===== src/rtl/fcc_pkg.sv =====
package fcc_pkg;

  // Offsets inside one channel's register window
  localparam int unsigned OFS_LOW   = 4;
  localparam int unsigned OFS_HIGH  = 8;
  localparam int unsigned OFS_ALLOC = 12;

  typedef enum logic [1:0] {
    SEL_NONE,
    SEL_LOW,
    SEL_HIGH,
    SEL_ALLOC
  } fcc_sel_e;

endpackage


===== src/rtl/fcc_regs.sv =====
module fcc_regs
  import fcc_pkg::*;
#(
  parameter int ADDR_W = 4,
  parameter int DATA_W = 32,
  parameter int CNT_W  = 10
) (
  input  logic              clk,
  input  logic              rst_n,
  input  logic              wr_en,
  input  logic [ADDR_W-1:0] wr_addr,
  input  logic [DATA_W-1:0] wr_data,
  output logic [CNT_W:0]    thr_low_q,
  output logic [CNT_W:0]    thr_high_q,
  output logic              alloc_add_ev,
  output logic              alloc_force_ev,
  output logic [DATA_W-2:0] field_val
);

  localparam int FIELD_W = DATA_W - 1;
  localparam int LIM     = 1 << CNT_W;

  function automatic fcc_sel_e decode_sel(input logic [ADDR_W-1:0] a);
    if (a == ADDR_W'(OFS_LOW))   return SEL_LOW;
    if (a == ADDR_W'(OFS_HIGH))  return SEL_HIGH;
    if (a == ADDR_W'(OFS_ALLOC)) return SEL_ALLOC;
    return SEL_NONE;
  endfunction

  // Any value above 2^CNT_W compares like 2^CNT_W against the count
  function automatic logic [CNT_W:0] clamp_thr(input logic [FIELD_W-1:0] v);
    if (v > FIELD_W'(LIM)) return (CNT_W+1)'(LIM);
    return v[CNT_W:0];
  endfunction

  fcc_sel_e sel;
  logic     force_flag;

  assign sel            = wr_en ? decode_sel(wr_addr) : SEL_NONE;
  assign force_flag     = wr_data[DATA_W-1];
  assign field_val      = wr_data[FIELD_W-1:0];
  assign alloc_add_ev   = (sel == SEL_ALLOC) && !force_flag;
  assign alloc_force_ev = (sel == SEL_ALLOC) && force_flag;

  always_ff @(posedge clk) begin
    if (!rst_n) begin
      thr_low_q  <= '0;
      thr_high_q <= '0;
    end else begin
      if (sel == SEL_LOW)  thr_low_q  <= clamp_thr(field_val);
      if (sel == SEL_HIGH) thr_high_q <= clamp_thr(field_val);
    end
  end

endmodule


===== src/rtl/fcc_credit.sv =====
module fcc_credit #(
  parameter int DATA_W = 32,
  parameter int CNT_W  = 10
) (
  input  logic              clk,
  input  logic              rst_n,
  input  logic              alloc_add_ev,
  input  logic              alloc_force_ev,
  input  logic [DATA_W-2:0] field_val,
  input  logic              consume,
  output logic [CNT_W-1:0]  cnt_q
);

  localparam int FIELD_W = DATA_W - 1;
  localparam int LIM     = 1 << CNT_W;
  localparam logic [CNT_W-1:0] CNT_MAX = '1;

  // Increment clamped to 2^CNT_W: anything larger saturates the same way
  function automatic logic [CNT_W:0] clamp_inc(input logic [FIELD_W-1:0] v);
    if (v > FIELD_W'(LIM)) return (CNT_W+1)'(LIM);
    return v[CNT_W:0];
  endfunction

  function automatic logic [CNT_W-1:0] clamp_load(input logic [FIELD_W-1:0] v);
    if (v > FIELD_W'(CNT_MAX)) return CNT_MAX;
    return v[CNT_W-1:0];
  endfunction

  // count + inc - dec, held inside [0, CNT_MAX]
  function automatic logic [CNT_W-1:0] sat_step(input logic [CNT_W-1:0] c,
                                                input logic [CNT_W:0]   inc,
                                                input logic             dec);
    logic [CNT_W:0] tot;
    tot = {1'b0, c} + inc;
    if (dec && tot != '0) tot = tot - 1'b1;
    if (tot > {1'b0, CNT_MAX}) return CNT_MAX;
    return tot[CNT_W-1:0];
  endfunction

  logic [CNT_W:0]   inc_val;
  logic [CNT_W-1:0] cnt_d;

  assign inc_val = alloc_add_ev ? clamp_inc(field_val) : '0;

  always_comb begin
    if (alloc_force_ev) cnt_d = clamp_load(field_val);
    else                cnt_d = sat_step(cnt_q, inc_val, consume);
  end

  always_ff @(posedge clk) begin
    if (!rst_n) cnt_q <= '0;
    else        cnt_q <= cnt_d;
  end

endmodule


===== src/rtl/fcc_pause.sv =====
module fcc_pause #(
  parameter int CNT_W = 10
) (
  input  logic             clk,
  input  logic             rst_n,
  input  logic [CNT_W-1:0] cnt,
  input  logic [CNT_W:0]   thr_low,
  input  logic [CNT_W:0]   thr_high,
  input  logic             fc_en,
  output logic             pause_q
);

  logic below_low;
  logic at_high;

  assign below_low = {1'b0, cnt} < thr_low;
  assign at_high   = {1'b0, cnt} >= thr_high;

  always_ff @(posedge clk) begin
    if (!rst_n)         pause_q <= 1'b0;
    else if (!fc_en)    pause_q <= 1'b0;
    else if (below_low) pause_q <= 1'b1;
    else if (at_high)   pause_q <= 1'b0;
  end

endmodule


===== src/rtl/fcc_tracker.sv =====
module fcc_tracker #(
  parameter int ADDR_W = 4,
  parameter int DATA_W = 32,
  parameter int CNT_W  = 10
) (
  input  logic              clk,
  input  logic              rst_n,
  input  logic              wr_en,
  input  logic [ADDR_W-1:0] wr_addr,
  input  logic [DATA_W-1:0] wr_data,
  input  logic              dma_enable,
  input  logic              rx_flow_enable,
  input  logic              consume,
  output logic [CNT_W-1:0]  credit_cnt,
  output logic              pause_req
);

  // Named internal events, brought out for the checker
  logic              alloc_add_ev;
  logic              alloc_force_ev;
  logic [DATA_W-2:0] inc_field;
  logic [CNT_W:0]    thr_low;
  logic [CNT_W:0]    thr_high;
  logic              pause_state;

  fcc_regs #(.ADDR_W(ADDR_W), .DATA_W(DATA_W), .CNT_W(CNT_W)) regs_i (
    .clk            (clk),
    .rst_n          (rst_n),
    .wr_en          (wr_en),
    .wr_addr        (wr_addr),
    .wr_data        (wr_data),
    .thr_low_q      (thr_low),
    .thr_high_q     (thr_high),
    .alloc_add_ev   (alloc_add_ev),
    .alloc_force_ev (alloc_force_ev),
    .field_val      (inc_field)
  );

  fcc_credit #(.DATA_W(DATA_W), .CNT_W(CNT_W)) credit_i (
    .clk            (clk),
    .rst_n          (rst_n),
    .alloc_add_ev   (alloc_add_ev),
    .alloc_force_ev (alloc_force_ev),
    .field_val      (inc_field),
    .consume        (consume),
    .cnt_q          (credit_cnt)
  );

  fcc_pause #(.CNT_W(CNT_W)) pause_i (
    .clk      (clk),
    .rst_n    (rst_n),
    .cnt      (credit_cnt),
    .thr_low  (thr_low),
    .thr_high (thr_high),
    .fc_en    (rx_flow_enable),
    .pause_q  (pause_state)
  );

  assign pause_req = pause_state & dma_enable;

endmodule


===== config.mk =====
export PLATFORM = sky130hd
export DESIGN_NAME = fcc_tracker
export DESIGN_NICKNAME = d
export VERILOG_FILES = /design/src/rtl/fcc_pkg.sv /design/src/rtl/fcc_regs.sv /design/src/rtl/fcc_credit.sv /design/src/rtl/fcc_pause.sv /design/src/rtl/fcc_tracker.sv
export SDC_FILE = /design/constraint.sdc
export NUM_CORES = 1
export LEC_CHECK = 0
export BUFFER_PORTS_ARGS = -buffer_cell sky130_fd_sc_hd__buf_2
export CELL_PAD_IN_SITES_DETAIL_PLACEMENT = 1
export CELL_PAD_IN_SITES_GLOBAL_PLACEMENT = 2
export CORE_UTILIZATION = 34
export CTS_CLUSTER_SIZE = 40
export DETAILED_ROUTE_END_ITERATION = 8
export PLACE_DENSITY = 0.8
export SYNTH_ARGS = -nofsm -noshare
export SYNTH_HDL_FRONTEND = slang
export SYNTH_SLANG_ARGS = --single-unit

===== constraint.sdc =====
create_clock -name clk -period 11.77 [get_ports clk]
set_input_delay 0 -clock clk [delete_from_list [all_inputs] [get_ports clk]]
set_output_delay 0 -clock clk [all_outputs]
set_load 0.01 [all_outputs]

==> results.yml <==
worst_hold_path:
  worst_hold_startpoint: "wr_data[0]"
  hold_depth: 3
  min_delay_worst_endpoint: "regs_i.thr_low_q[0]$_SDFFE_PN0N_"
  min-delay-path-class: "in -> reg"
synth:
  synth.yosys.warnings: 0
  netlist_area_sq_mm: 0.00264
  yosysUniqueCellTypes: 46
  seq_area_frac_synth_pct: 25.0
  synthDominantCellAreaShare_pct: 25.0
  synth-seq-cells: 33
  syn_avg_cell_area_sq_um: 7.97
  netlist.top_cell.by_area: "sky130_fd_sc_hd__dfxtp_1"
  synth_flop_type: "sky130_fd_sc_hd__dfxtp_1"
  syn-num-nets: 405
  largest_cells_by_area_after_synthesis: "sky130_fd_sc_hd__dfxtp_1 (25%), sky130_fd_sc_hd__ha_1 (15%), sky130_fd_sc_hd__nand3_1 (6.1%), sky130_fd_sc_hd__a21boi_0 (6.0%), sky130_fd_sc_hd__a21oi_1 (4.7%)"
  synth_cells: 331
  synthArstFlopShare_pct: 0
  synth_edf_count: 0
timing:
  rsz0062_at_grt: "no"
  setup_violations: 0
  fin_setup_tns_ns: 0
  report.final.slew_viol_count: 0
  final_worst_path_cycle_share_pct: 40.6
  clock_skew_ns: 0.00339
  slew_at_the_pin_closest_to_its_max_slew_limit_ns: 0.962
  post-route-min-period_ns: 4.78
  final_hold_viol_count: 0
  final.setup.worst_slack_ns: 6.99
  timing.fmax_mhz: 209
  slew-limit-headroom_pct: 35.7
cts:
  post-cts-setup-buffers: 0
  cts.root.buffer_cell: "sky130_fd_sc_hd__clkbuf_8"
  total_cts_buffers: 5
  h-tree-depth: 2
  cts_buffer_depth: 2
  ctsHoldBuffers: 1
  insertion_delay_ns: 0.29
  tritoncts: "done"
  cts.reportedPaths.clkPinSlew_ns: 0.07
  cts.repair.resized: 0
  numClockSinks: 33
layout:
  stdcell_area_sq_mm: 0.00308
  nFillCells: 939
  syn2layout_area_growth_pct: 16.8
  final_common_cell: "sky130_fd_sc_hd__buf_2"
  fin_nets: 455
  finish.utilization_pct: 41.8
  final_layout_size_suffix_gt1_share_pct: 18.1
  antenna_cells: 0
  layout_common_cells: "sky130_fd_sc_hd__buf_2 (52), sky130_fd_sc_hd__dfxtp_1 (33), sky130_fd_sc_hd__nand3_1 (32), sky130_fd_sc_hd__ha_1 (31), sky130_fd_sc_hd__nand2_1 (29)"
worst_setup_path:
  worstPathMaxFanout: 21
  rr_worst_depth: 11
  end_kind: "flip-flop"
  critical_path.startpoint_type: "input pin"
  cp_data_required_time_ns: 11.93
  r2r-end: "credit_i.cnt_q[1]$_SDFF_PN0_"
  worst-r2r-setup-slack_ns: 8.52
  kind_of_critical_path: "in -> reg"
  rr_startpoint: "credit_i.cnt_q[1]$_SDFF_PN0_"
  cp_data_arrival_time_ns: 4.94
global_route:
  grt_antenna_before_repair: 0
  first_global_vias: 2715
  maximum_number_of_pins_on_one_net_before_global_route_repair: 34
  grt_overflow_total: 0
  wire_length_of_the_first_global_routing_pass_microns: 12900
  grtUsageTotal_pct: 19.8
routing:
  vias_per_cell: 5.46
  drc: 0
  routed-via-count: 2619
  totalWireLength_microns: 7920
  drt_first_iter_violations: 99
  antenna_violating_nets_post_route: 0
  routedWlPerCell_microns: 16.5
  first_pass_iters: 4
placement:
  worst_slack_at_placement_ns: 6.82
  dpl-instance-area_sq_mm: 0.00298
  port_buffers: 52
  hpwl_microns: 6300
  routabilityCongestion: 0.762
outcome:
  outcome: "completed"
power:
  p_total_mw: 0.509
  switching_power_mw: 0.216
  clkPwrFrac_pct: 17.6
  internal_power_of_the_cells_mw: 0.293
  power.share.combinational_pct: 53.0
  power.leakage_nw: 1.30
  ir_drop_mv: 0.0520
  switching_share_pct: 42.5
  seqPwrFrac_pct: 29.4
  p_per_area_mw_per_mm2: 165
die:
  placement_rows: 31
  design.portCount: 53
  core_area_sq_mm: 0.00737
  die_h_microns: 90.1
  chipWidth_microns: 90.1
  die-area_sq_mm: 0.00811
  floorplan.initialDensity_pct: 35.8
job:
  timing.max_cap.violations: 0
## how the worst max path moves through the flow
stage                      startpoint                           end  slack [ns]  cells after the start
final                      wr_data[4]  credit_i.cnt_q[1]$_SDFF_PN0_        6.99                     19
after global routing      wr_data[18]  credit_i.cnt_q[4]$_SDFF_PN0_        6.60                     20
after CTS                  wr_data[4]  credit_i.cnt_q[1]$_SDFF_PN0_        7.07                     19
after detailed placement  wr_data[30]  credit_i.cnt_q[9]$_SDFF_PN0_        6.82                     20
after global placement     wr_data[4]  credit_i.cnt_q[6]$_SDFF_PN0_        6.98                     19
after floorplan           wr_data[30]  credit_i.cnt_q[0]$_SDFF_PN0_        7.97                     18
## layout make-up
cell class	count	area, sq um	share of cell area, %
inverter	25	93.8	3.05
clock buffer	7	86.3	2.80
timing repair buffer	54	278	9.02
multi-input combinational	262	1840	59.7
sequential	33	661	21.4
tap	99	124	4.02
## metrics by stage
step,instances,hold WS (ns)
3_5_place_dp,472,0.252
5_1_grt,480,0.0314
4_1_cts,480,0.0121
6_report,480,0.0211
2_1_floorplan,331,0.146
3_3_place_gp,472,0.252
## state kept, by name, indices dropped and copies added, names as in the netlist
signal	cells
regs_i.thr_high_q	11
regs_i.thr_low_q	11
credit_i.cnt_q	10
pause_i.pause_q	1
## power by group through the flow
| stage | Sequential, mW | Clock, mW | Combinational, mW |
|---|---|---|---|
| 6_report | 0.150 | 0.0897 | 0.270 |
| 5_1_grt | 0.153 | 0.0948 | 0.303 |
| 4_1_cts | 0.151 | 0.0917 | 0.272 |
| 3_5_place_dp | 0.154 | 0 | 0.270 |
| 3_3_place_gp | 0.153 | 0 | 0.263 |
| 2_1_floorplan | 0.150 | 0 | 0.188 |
## critical path, stage by stage
cell and delay [ns]:
sky130_fd_sc_hd__buf_2 0.14, sky130_fd_sc_hd__nor4_1 0.44, sky130_fd_sc_hd__nand3_1 0.15, sky130_fd_sc_hd__a21oi_1 0.17, sky130_fd_sc_hd__buf_4 0.27, sky130_fd_sc_hd__nor3b_1 0.82, sky130_fd_sc_hd__and2_1 0.23, sky130_fd_sc_hd__ha_1 0.16
sky130_fd_sc_hd__inv_1 0.05, sky130_fd_sc_hd__fa_1 0.39, sky130_fd_sc_hd__nand2b_1 0.18, sky130_fd_sc_hd__a21oi_1 0.20, sky130_fd_sc_hd__xor2_1 0.12, sky130_fd_sc_hd__nor3_1 0.43, sky130_fd_sc_hd__o2111a_2 0.37, sky130_fd_sc_hd__nand3_1 0.12
sky130_fd_sc_hd__mux2_4 0.29, sky130_fd_sc_hd__o21bai_4 0.28, sky130_fd_sc_hd__a21oi_1 0.11
## Yosys cell counts (3+ instances only)
cell type                  number
sky130_fd_sc_hd__nand3b_1       4
sky130_fd_sc_hd__and2_1        10
sky130_fd_sc_hd__nand2_1       29
sky130_fd_sc_hd__clkbuf_1       8
sky130_fd_sc_hd__nor3b_1        3
sky130_fd_sc_hd__nand3_1       32
sky130_fd_sc_hd__o21ai_0       19
sky130_fd_sc_hd__and3_1         3
sky130_fd_sc_hd__buf_2          3
sky130_fd_sc_hd__dfxtp_1       33
sky130_fd_sc_hd__xnor2_1        9
sky130_fd_sc_hd__nor4_1         8
sky130_fd_sc_hd__nor2b_1        3
sky130_fd_sc_hd__nand4_1        3
sky130_fd_sc_hd__xor2_1        10
sky130_fd_sc_hd__a31oi_1        3
sky130_fd_sc_hd__a21oi_1       25
sky130_fd_sc_hd__o21a_1         4
sky130_fd_sc_hd__nor2_1        12
sky130_fd_sc_hd__nand2b_1       4
sky130_fd_sc_hd__a21boi_0      21
sky130_fd_sc_hd__ha_1          31
sky130_fd_sc_hd__o211a_1        3
sky130_fd_sc_hd__inv_1         25
## per-layer routing
layer,routed length (microns),global-route usage (%),share of wire [%],vias to the layer above
li1,-,-,-,1280
met1,3580,24.5,45,1264
met2,3960,35.9,50,65
met3,275,2.45,3.5,10
met4,101,5.38,1.3,0
met5,0,0,0,-
## cells by family (layout without fill, tap and decap cells)
family	count (synthesis)	count (layout)	synth area share [%]
adder cells (fa/ha/maj)	32	32	15.5
multiplexers	3	3	1.42
buffers and inverters	36	86	5.27
AO/OA/AOI/OAI	88	88	22.8
AND/OR/NAND/NOR	120	120	23.7
flip-flops	33	33	25.0
XOR/XNOR	19	19	6.31
Power figures use the tool's default switching activity.
